--- config.mk ---
export PLATFORM = sky130hd
export DESIGN_NAME = dadj_unit
export DESIGN_NICKNAME = d
export VERILOG_FILES = /design/src/rtl/dadj_pkg.sv /design/src/rtl/dadj_detect.sv /design/src/rtl/dadj_apply.sv /design/src/rtl/dadj_flags.sv /design/src/rtl/dadj_unit.sv
export SDC_FILE = /design/constraint.sdc
export NUM_CORES = 1
export LEC_CHECK = 0
export BUFFER_PORTS_ARGS = -buffer_cell sky130_fd_sc_hd__buf_2
export CORE_MARGIN = 4
export CORE_UTILIZATION = 54
export CTS_CLUSTER_DIAMETER = 80
export CTS_CLUSTER_SIZE = 30
export DETAILED_ROUTE_END_ITERATION = 10
export PLACE_DENSITY_LB_ADDON = 0.15
export SLEW_MARGIN = 10
export SYNTH_ARGS = -nofsm -noshare
export SYNTH_HDL_FRONTEND = slang
export SYNTH_SLANG_ARGS = --single-unit
--- constraint.sdc ---
create_clock -name clk -period 2 [get_ports clk]
set_input_delay 0.6 -clock clk [delete_from_list [all_inputs] [get_ports clk]]
set_output_delay 0.6 -clock clk [all_outputs]
set_load 0.05 [all_outputs]
--- src/rtl/dadj_pkg.sv ---
package dadj_pkg;
  localparam int NIB_W   = 4;
  localparam int DIGITS  = 2;
  localparam int DATA_W  = NIB_W * DIGITS;
  localparam int FIX_VAL = 6;
  localparam int LIMIT   = 9;

  // flag byte bit positions
  localparam int F_SIGN  = 7;
  localparam int F_ZERO  = 6;
  localparam int F_HALF  = 4;
  localparam int F_PAR   = 2;
  localparam int F_SUB   = 1;
  localparam int F_CARRY = 0;

  typedef logic [DATA_W-1:0] word_t;
  typedef logic [NIB_W-1:0]  nib_t;

  typedef struct packed {
    logic sign;
    logic zero;
    logic half;
    logic parity;
    logic sub;
    logic carry;
  } flag_set_t;

  function automatic logic nib_over(input nib_t n);
    return n > nib_t'(LIMIT);
  endfunction

  function automatic logic [NIB_W:0] nib_sum(input nib_t a, input nib_t b, input logic cin);
    return {1'b0, a} + {1'b0, b} + {{NIB_W{1'b0}}, cin};
  endfunction

  function automatic logic even_ones(input word_t w);
    return ~^w;
  endfunction

  function automatic word_t pack_flags(input flag_set_t f);
    word_t w;
    w          = '0;
    w[F_SIGN]  = f.sign;
    w[F_ZERO]  = f.zero;
    w[F_HALF]  = f.half;
    w[F_PAR]   = f.parity;
    w[F_SUB]   = f.sub;
    w[F_CARRY] = f.carry;
    return w;
  endfunction
endpackage

--- src/rtl/dadj_detect.sv ---
module dadj_detect
  import dadj_pkg::*;
(
  input  word_t             acc,
  input  logic              carry_in,
  input  logic              half_in,
  output logic [DIGITS-1:0] fix,
  output logic              carry_out
);
  nib_t lo_nib;
  nib_t hi_nib;
  logic above_limit;

  assign lo_nib = acc[NIB_W-1:0];
  assign hi_nib = acc[DATA_W-1:NIB_W];

  // accumulator exceeds the largest two-digit BCD value
  assign above_limit = nib_over(hi_nib) |
                       ((hi_nib == nib_t'(LIMIT)) & nib_over(lo_nib));

  assign fix[0]        = nib_over(lo_nib) | half_in;
  assign fix[DIGITS-1] = carry_in | above_limit;
  assign carry_out     = fix[DIGITS-1];
endmodule

--- src/rtl/dadj_apply.sv ---
module dadj_apply
  import dadj_pkg::*;
(
  input  word_t             acc,
  input  logic [DIGITS-1:0] fix,
  input  logic              sub,
  output word_t             result,
  output logic              half_out,
  output logic              top_wrap
);
  logic [DIGITS:0] chain;

  // subtract as acc + ~offset + 1, one nibble at a time
  assign chain[0] = sub;

  for (genvar g = 0; g < DIGITS; g++) begin : g_digit
    nib_t           corr;
    nib_t           opnd;
    logic [NIB_W:0] s;
    assign corr = fix[g] ? nib_t'(FIX_VAL) : '0;
    assign opnd = sub ? ~corr : corr;
    assign s    = nib_sum(acc[g*NIB_W +: NIB_W], opnd, chain[g]);
    assign result[g*NIB_W +: NIB_W] = s[NIB_W-1:0];
    assign chain[g+1] = s[NIB_W];
  end

  // borrow is the inverse of the two's-complement carry
  assign half_out = chain[1] ^ sub;
  assign top_wrap = chain[DIGITS] ^ sub;
endmodule

--- src/rtl/dadj_flags.sv ---
module dadj_flags
  import dadj_pkg::*;
(
  input  word_t result,
  input  logic  half,
  input  logic  sub,
  input  logic  carry,
  output word_t flags
);
  flag_set_t fs;

  assign fs.sign   = result[DATA_W-1];
  assign fs.zero   = (result == '0);
  assign fs.half   = half;
  assign fs.parity = even_ones(result);
  assign fs.sub    = sub;
  assign fs.carry  = carry;
  assign flags     = pack_flags(fs);
endmodule

--- src/rtl/dadj_unit.sv ---
module dadj_unit
  import dadj_pkg::*;
(
  input  logic       clk,
  input  logic       rst_n,
  input  logic       in_valid,
  input  logic [7:0] acc_in,
  input  logic       carry_in,
  input  logic       half_in,
  input  logic       sub_in,
  output logic       out_valid,
  output logic [7:0] acc_out,
  output logic [7:0] flags_out
);
  logic [DIGITS-1:0] fix_sel;
  logic              carry_fix;
  word_t             corrected;
  logic              half_fix;
  logic              wrap_fix;
  word_t             flag_word;

  dadj_detect u_detect (
    .acc       (acc_in),
    .carry_in  (carry_in),
    .half_in   (half_in),
    .fix       (fix_sel),
    .carry_out (carry_fix)
  );

  dadj_apply u_apply (
    .acc      (acc_in),
    .fix      (fix_sel),
    .sub      (sub_in),
    .result   (corrected),
    .half_out (half_fix),
    .top_wrap (wrap_fix)
  );

  dadj_flags u_flags (
    .result (corrected),
    .half   (half_fix),
    .sub    (sub_in),
    .carry  (carry_fix),
    .flags  (flag_word)
  );

  always_ff @(posedge clk or negedge rst_n) begin
    if (!rst_n) begin
      out_valid <= 1'b0;
      acc_out   <= '0;
      flags_out <= '0;
    end else begin
      out_valid <= in_valid;
      if (in_valid) begin
        acc_out   <= corrected;
        flags_out <= flag_word;
      end
    end
  end

  // an add that wraps past the top must have taken the high correction
  always_comb begin
    if (rst_n && in_valid && !sub_in && wrap_fix)
      p_wrap_carry_r5: assert (carry_fix);
  end

  p_valid_next_r1: assert property (@(posedge clk) disable iff (!rst_n)
    in_valid |=> out_valid);
  p_idle_quiet_r1: assert property (@(posedge clk) disable iff (!rst_n)
    !in_valid |=> !out_valid);
  p_hold_r9: assert property (@(posedge clk) disable iff (!rst_n)
    !in_valid |=> ($stable(acc_out) && $stable(flags_out)));
  p_carry_keep_r5: assert property (@(posedge clk) disable iff (!rst_n)
    (in_valid && carry_in) |=> flags_out[F_CARRY]);
  p_sub_pass_r8: assert property (@(posedge clk) disable iff (!rst_n)
    in_valid |=> (flags_out[F_SUB] == $past(sub_in)));
  p_spare_bits_r8: assert property (@(posedge clk) disable iff (!rst_n)
    out_valid |-> (!flags_out[5] && !flags_out[3]));
  p_zero_flag_r7: assert property (@(posedge clk) disable iff (!rst_n)
    out_valid |-> (flags_out[F_ZERO] == (acc_out == 8'h00)));
  p_sign_flag_r7: assert property (@(posedge clk) disable iff (!rst_n)
    out_valid |-> (flags_out[F_SIGN] == acc_out[7]));
  p_sub_no_half_r6: assert property (@(posedge clk) disable iff (!rst_n)
    (in_valid && sub_in && !half_in) |=> !flags_out[F_HALF]);
  p_add_no_half_r6: assert property (@(posedge clk) disable iff (!rst_n)
    (in_valid && !sub_in && (acc_in[3:0] <= 4'd9)) |=> !flags_out[F_HALF]);
endmodule

======== After elaboration in Yosys (flattened, before gate mapping) ========
Cells that the tools add are included.
operators by class
  equality and inequality tests ........... 1
  bitwise operators ....................... 7
  magnitude comparators ................... 2
  multiplexer cells ....................... 4
  add/subtract/negate cells ............... 4
  reductions and logical operators ........ 2
operator list
  kind                                         number
  > comparator 4 bit (second input constant)   2
  zero test 8 bit                              1
  two-way mux 4 bit                            2
  NOT 4 bit                                    2
  XNOR reduction 8 bit                         1
  two-way mux 3 bit                            2
  adder 4 x 4 -> 5 bit                         1
  adder 5 x 1 -> 5 bit                         1
  adder 4 x 1 -> 4 bit                         1
  adder 4 bit                                  1
  equality test 4 bit (second input constant)  1
  bitwise OR 1 bit                             3
  AND 1 bit                                    1
  XOR 1 bit                                    1
storage, ports and cells
  register bits after elaboration ......... 15
  logic and storage cells ................. 23

======== Logic depth before layout (Yosys ltp) ========
Gate-level depths: netlist (run 1).
  depth after elaboration ................. 10
  gate-level depth with buffers ........... 15

======== Cells and area by module ========
A second synthesis (run 1) with hierarchy kept.
second synthesis, totals
  cell total of the unflattened synthesis .. 110
  area, all modules ....................... 1238.7 sq um
modules (own cells, without submodules)
  module       times used  area each (sq um)  cells an instance  seq. area each (sq um)
  dadj_unit    1           674.4              35                 425.4
  dadj_apply   1           361.6              45                 0.0
  dadj_flags   1           163.9              23                 0.0
  dadj_detect  1           38.8               7                  0.0

======== Worst setup path before layout (run 1) ========
No wires, ideal clock.
  kind .................................... in2reg
  from .................................... in acc_in[0]
  to ...................................... reg flags_out[2]
  data arrival time ....................... 3.497 ns
  slack ................................... -1.622 ns
  library setup time ...................... 0.125 ns
  required time ........................... 1.875 ns
  stages .................................. 15
  cell sequence ........................... inv_1 ha_1 or2_2 fa_1 a21o_1 nand2_1 nand2b_1 fa_1 and3_1 nor3_1 xnor2_1 ha_1 xnor2_1 xnor2_1 mux2_2
between the ends
  word-level cells in the longest chain between the ends .. 10
  elaborated cells between the ends (all ways) .. 16
RTL lines
  element                                                       line             source
  start, declared                                               dadj_unit.sv:7   input logic [7:0] acc_in,
  branches (longest 9 deep; another with adder 4 x 4 -> 5 bit)  n/a
  XNOR reduction 8 bit *                                        dadj_pkg.sv:37   return ~^w;
  end signal, assigned                                          dadj_unit.sv:56  flags_out <= flag_word;
  end, declared                                                 dadj_unit.sv:13  output logic [7:0] flags_out
Mark *: on every way between the ends.
A chain may end at the register's enable or synchronous reset.

======== Worst setup path after layout (run 1) ========
Ends and elaborated chain as after synthesis.

==> results by group, run 1 <==
Clock tree
  – Worst skew pair latency: 0.27 ns
  – Clock transition at the registers of the reported paths: approximately 0.090 ns
  – Cts hold-fix bufs: 0
  – CTS H-tree depth: 1
  – CTS Sinks: 14
  – CTS tree: yes
  – Clock Tree Buf Depth: 2
  – CTS buffer count: 3
  – Root Driver: clkbuf_4

Finish
  – Layout cells sized above 1: 0.576
  – Area occupied by registers: between 300 and 400 um^2
  – Ant diodes: 0
  – Area grow syn2layout: 54.9%
  – Fin area: 1620 um^2
  – Nets: about 190
  – Filler Cell Count: 67
  – Footprint of the multi-input gates: slightly below 800 um^2
  – Post-route insts no fill: 183
  – Fin util: 0.907

Status
  – Failing checks: setup timing
  – Status: finished, violations left

STA
  – Hold Vio Cnt, Final: 0
  – RSZ-0062 raised after global routing: true
  – PnR worst setup slack: -1.43 ns
  – Setup violators final: 8
  – Max Slew Vio Count: 0
  – Fin crit period: between 3 and 4 ns
  – Tcrit/Tclk final: 1.72
  – Max Freq: 0.291 GHz
  – Clock Skews: 0 ns
  – Final Hold Slack: about 0.19 ns

Power and ir drop
  – Net switching power: ~0.00067 W
  – Seq pwr share: 0.248
  – Net Sw Frac: 0.445
  – Int Power: around 0.00084 W
  – VDD IR-drop max: ~0.63 mV
  – Pwr/cell area: between 900 and 1000 nW/um^2
  – Comb pwr share: 0.645
  – Leak: 0.796 nW
  – Part of the power in the clock network: 0.107

Logic synthesis
  – Top post-synthesis cells by area: dfrtp_1 (34%), ha_1 (13%), xnor2_1 (6.7%)
  – Synth top area share: 0.335
  – Syn avg cell area: around 10 um^2
  – Seq/Total Area, Yosys: 0.335
  – Mapped Cells: 103
  – Post-Syn Area: about 1000 um^2
  – Post-synth EDFFs: 0
  – #FFs+latches synth: 14
  – Top_reg_cell synth: dfrtp_1
  – Cell taking the most area after synthesis: dfrtp_1
  – Count of distinct cell types in the synthesized netlist: 39
  – Async S/R FF share, synth: 1.00
  – Ys Warns: 0

GRT
  – First-pass GRT wire length: ~5000 um
  – GRT overflow: 0
  – Vias in the first global route: around 1100
  – Initial antenna violation count: 0
  – Largest net degree at the start of global routing: 15
  – GRT Overall Usage: 0.253

Hold path
  – HP Class: in2async

Placed design
  – Post-placement cell area: roughly 1400 um^2
  – Final HPWL from detailed placement: between 2000 and 2500 um
  – Post-Place Worst Slack: -1.73 ns
  – I/O Buffers: 28
  – Placed cells: 175
  – Final RePlAce weighted congestion: slightly above 0.8

Setup path
  – Reg2reg start: flags_out[4]$_DFFE_PN0P_
  – Crit path cell chain: buf_8 -> inv_6 -> ha_4 -> or2_4 -> fa_2 -> a21o_1 -> nand2_2 -> nand2b_4 -> fa_2 -> and3_4 -> nor3_4 -> xnor2_1 -> ha_2 -> xnor2_2 -> xnor2_1 -> mux2_4
  – Critical path class: in2reg
  – R2r endpoint: flags_out[4]$_DFFE_PN0P_
  – Critical Path RT: approximately 2.2 ns
  – WP buf/inv: 2
  – R2R cell count: 3
  – Element type at the critical path start: primary input
  – CP Max Fanout: 2
  – Slowest CP cell: fa_2
  – R2r setup slk: 0.93 ns
  – Critical path arrival: 3.61 ns
  – Max incr delay on CP: slightly below 0.4 ns
  – Nature of the critical path endpoint: register
  – Crit-path leading delay family: adder cells

Drt
  – Drt pass-1 iters: 4
  – Total wire length: between 3000 and 4000 um
  – # DRC: 0
  – Iter 0 DRT Violations: 33
  – DR vias/cell: 5.69
  – Post-route ant nets: 0
  – DR vias: 1042
  – DR WL/cell: around 18 um

Flow run
  – MaxCap Viol Count: 0

Die
  – Io pins: 31
  – Die Width: 52.0 um
  – FP Rows: 15
  – Height of the die: between 50 and 60 um
  – Die ar.: 2700 um^2
  – Effective utilization at floorplan: 0.586
  – Core footprint: ~1800 um^2
[per-stage QoR]
| step | setup TNS, ns | total power (W) |
|---|---|---|
| floorplan | -5.26 | 0.000945 |
| global placement | -7.54 | 0.00114 |
| detailed placement | -8.22 | 0.00117 |
| CTS | -5.27 | 0.00138 |
| global route | -6.65 | 0.00159 |
| finish | -5.85 | 0.00151 |
[layout by cell type (no fill, tap or decap), types with 2 or more instances in the layout]
master,n
buf_2,24
buf_4,28
buf_6,4
clkbuf_4,3
conb_1,2
dfrtp_1,14
fa_2,3
ha_1,7
ha_4,3
inv_1,7
mux2_2,2
mux2_4,2
nand2_1,5
nand2_2,2
nor2_1,4
o211ai_1,2
o21ai_1,2
xnor2_1,4
xnor2_2,3
[final cells by class]
class | count | share of cell area
Timing Repair Buffer | 57 | 0.241
Clock buffer | 3 | 0.0139
Tap cell | 25 | 0.0193
Sequential cell | 14 | 0.217
Multi-Input combinational cell | 75 | 0.485
Inverter | 9 | 0.0240
[flip-flops by register name (all words and copies together), names as in the netlist]
name       cells
acc_out        8
out_valid      1
flags_out      5
[synthesized netlist by cell type, types with 2 or more instances]
master and n:
nand2_1 7, o221ai_1 2, nand2b_1 2, xor2_1 2, fa_1 3, ha_1 11
or2_2 2, mux2_2 4, a21oi_1 2, inv_1 9, o211ai_1 2, nor2_1 5
o21ai_0 4, buf_4 3, xnor2_1 8, dfrtp_1 14
[worst max path at each step]
stage	start	endpoint	slack (ns)	cells after the start
after floorplan	acc_in[0]	flags_out[2]$_DFFE_PN0P_	-1.41	13
after global placement	acc_in[0]	flags_out[2]$_DFFE_PN0P_	-1.62	15
after detailed placement	acc_in[0]	flags_out[2]$_DFFE_PN0P_	-1.73	15
after CTS	acc_in[0]	flags_out[2]$_DFFE_PN0P_	-1.37	15
after global routing	acc_in[2]	flags_out[2]$_DFFE_PN0P_	-1.57	16
final	acc_in[0]	flags_out[2]$_DFFE_PN0P_	-1.43	16
[timing repair]
item,CTS,global route
gates resized for setup,11,17
buffers inserted,9,3
endpoints found under the setup margin,8,9
pin swaps,8,10
[logic make-up after synthesis]
logic type / count (synthesis) / synth area share
flip-flops: 14 / 0.335
multiplexers: 5 / 0.0527
adder cells (fa/ha/maj): 14 / 0.189
buffers and inverters: 15 / 0.0730
AND/OR/NAND/NOR: 24 / 0.120
AO/OA/AOI/OAI: 20 / 0.143
XOR/XNOR: 10 / 0.0838
other: 1 / 0.00359
[layer usage]
metal | share of wire | GRT usage
met1 | 0.37 | 0.275
met2 | 0.53 | 0.469
met5 | 0 | 0
met4 | 0.042 | 0.148
met3 | 0.061 | 0.0229
[power groups by stage]
stage | logic [W] | registers (W) | clock network (W)
2_1_floorplan | 0.000365 | 0.000579 | 0
3_3_place_gp | 0.000763 | 0.000373 | 0
3_5_place_dp | 0.000793 | 0.000376 | 0
4_1_cts | 0.000858 | 0.000371 | 0.000155
5_1_grt | 0.00103 | 0.000381 | 0.000174
6_report | 0.000973 | 0.000375 | 0.000161
Power figures use the tool's default switching activity.
==> run 2: changes to the inputs <==
- SKIP_CTS_REPAIR_TIMING: not set -> 1
==> results by group, run 2 (synthesized netlist as in run 1, its figures left out) <==
Setup path
  – Crit path cell chain: buf_6 -> inv_6 -> ha_4 -> or2_4 -> fa_2 -> a21o_1 -> nand2_1 -> nand2b_1 -> fa_2 -> inv_2 -> fa_2 -> ha_2 -> xnor2_2 -> xnor2_1 -> mux2_4
  – Max incr delay on CP: 0.43 ns (+0.04 ns)
  – Critical path class: in2reg
  – CP Max Fanout: 2 (unchanged)
  – WP depth: 15 (-1)
  – Critical path arrival: 3.58 ns (-0.03 ns)
  – WP buf/inv: 3 (+1)
  – Nature of the critical path endpoint: register
  – R2r setup slk: 0.89 ns (-0.04 ns)
  – R2R cell count: 3 (unchanged)
  – Slowest CP cell: fa_2
  – Critical Path RT: 2.16 ns (about the same)
  – Most frequent CP cell: fa_2
  – Crit-path leading delay family: adder cells
  – Element type at the critical path start: primary input

Drt
  – Total wire length: 2680 um (-19%)
  – DR vias/cell: 5.45 (-4.3%)
  – # DRC: 0 (unchanged)
  – Post-route ant nets: 0 (unchanged)
  – Drt pass-1 iters: 4 (unchanged)
  – DR WL/cell: 15.0 um (-17%)
  – DR vias: 975 (-6.4%)
  – Iter 0 DRT Violations: 11 (-67%)

Finish
  – Layout cells sized above 1: 0.532 (-0.0435)
  – Commonest cells after routing, fill and taps aside: buf_2 (24), buf_4 (24), dfrtp_1 (14)
  – Ant diodes: 0 (unchanged)
  – Largest reg by FF count: acc_out
  – Nets: 184 (-2.1%)
  – Fin util: 0.857 (-0.0505)
  – Area grow syn2layout: 46.2%
  – Max FFs per register: 8 (unchanged)
  – Filler Cell Count: 95 (+42%)
  – Regs by FF count: acc_out x8, flags_out x5, out_valid x1

Clock tree
  – Worst skew pair latency: 0.28 ns (about the same)
  – Root Driver: clkbuf_4
  – Clock transition at the registers of the reported paths: 0.08 ns (about the same)
  – Clock Tree Buf Depth: 2 (unchanged)
  – CTS Sinks: 14 (unchanged)
  – CTS tree: yes
  – CTS H-tree depth: 1 (unchanged)
  – CTS buffer count: 3 (unchanged)

Power and ir drop
  – Leak: 0.757 nW (-4.9%)
  – VDD IR-drop max: 0.750 mV (+18%)
  – Part of the power in the clock network: 0.111 (+0.004)
  – Pwr/cell area: 911 nW/um^2 (-2.3%)
  – Comb pwr share: 0.622 (-0.023)
  – Int Power: 0.000782 W (-6.5%)
  – Seq pwr share: 0.266 (+0.018)
  – Net Sw Frac: 0.438 (-0.00720)
  – Net switching power: 0.000610 W (-9.2%)

GRT
  – GRT overflow: 0 (unchanged)
  – First-pass GRT wire length: 4010 um (-20%)
  – GRT Overall Usage: 0.199 (-0.0544)
  – Initial antenna violation count: 0 (unchanged)
  – Largest net degree at the start of global routing: 15 (unchanged)
  – Vias in the first global route: 939 (-13%)

Placed design
  – Final HPWL from detailed placement: 2050 um (unchanged)
  – I/O Buffers: 28 (unchanged)
  – Final RePlAce weighted congestion: 0.814 (unchanged)

Die
  – Die ar.: 2700 um^2 (unchanged)
  – Io pins: 31 (unchanged)
  – Core footprint: 1780 um^2 (unchanged)
  – Die Width: 52.0 um (unchanged)
  – Height of the die: 52.0 um (unchanged)
  – Effective utilization at floorplan: 0.586 (unchanged)
  – FP Rows: 15 (unchanged)

STA
  – Hold Vio Cnt, Final: 0 (unchanged)
  – Tcrit/Tclk final: 1.71 (-0.00746)
  – RSZ-0062 raised after global routing: true
  – Fin crit period: 3.42 ns (-0.0149 ns)
  – Max Freq: 0.293 GHz (+0.44%)
  – Max Slew Vio Count: 0 (unchanged)
  – PnR worst setup slack: -1.42 ns (+0.0149 ns)
  – Setup violators final: 7 (-1)
  – Clock Skews: 0 ns (unchanged)
  – Final Hold Slack: 0.201 ns (+0.00701 ns)

Flow run
  – MaxCap Viol Count: 0 (unchanged)

Status
  – Failing checks: setup timing
  – Status: finished, violations left

Hold path
  – HP Class: in2async
run 2: cell count changes in the layout (fill, tap and decap cells not counted), moves of 2 or more:
cell,previous run,this run
nand2_1,5,7
xnor2_1,4,6
nand2_2,2,0
buf_4,28,24
run 2: layer usage:
layer  routed length (um)  GRT usage  vias up  share of wire
li1                     -          -      455              -
met1                 1030      0.213      477           0.38
met2                 1430      0.374       33           0.53
met3                  138     0.0172       10          0.052
met4                   88      0.114        0          0.033
met5                    0          0        -              0
run 2: power groups by stage:
stage,Sequential (W),Combinational (W),Clock [W]
after floorplan,0.000579,0.000365,0
after global placement,0.000373,0.000763,0
after detailed placement,0.000376,0.000793,0
after CTS,0.000371,0.000795,0.000155
after global routing,0.000378,0.000927,0.000170
final,0.000371,0.000866,0.000155
run 2: final timing paths:
path | from | end
min in group clk | flags_out[6]$_DFFE_PN0P_ | flags_out[6]$_DFFE_PN0P_
hold reg to reg | flags_out[6]$_DFFE_PN0P_ | flags_out[6]$_DFFE_PN0P_
hold / removal | rst_n | acc_out[6]$_DFFE_PN0P_
max in group asynchronous | rst_n | flags_out[2]$_DFFE_PN0P_
setup / recovery | acc_in[0] | flags_out[2]$_DFFE_PN0P_
setup reg to reg | flags_out[4]$_DFFE_PN0P_ | flags_out[4]$_DFFE_PN0P_
run 2: final cells by class:
cell class	instances	area, um^2	share of cell area
clock buffer	3	22.5	0.0147
inverter	9	38.8	0.0254
tap	25	31.3	0.0205
timing repair buffer	53	357	0.233
multi-input combinational	75	728	0.477
sequential	14	350	0.229
run 2: worst register-to-register path, delay by kind of cell (launching register included):
kind | cells | cell delay [ns]
AND/OR/NAND/NOR | 1 | 0.16
flip-flops | 1 | 0.38
AO/OA/AOI/OAI | 2 | 0.41
run 2: per-stage QoR:
stage	total power, W	cell area, um^2	worst slack [ns]	std cells	TNS, ns
final	0.00139	1530	-1.42	179	-5.33
after CTS	0.00132	1440	-1.45	178	-5.68
after floorplan	0.000945	1110	-1.41	104	-5.26
after global routing	0.00148	1530	-1.55	179	-6.15
after detailed placement	0.00117	1420	-1.73	175	-8.22
after global placement	0.00114	1420	-1.62	175	-7.54
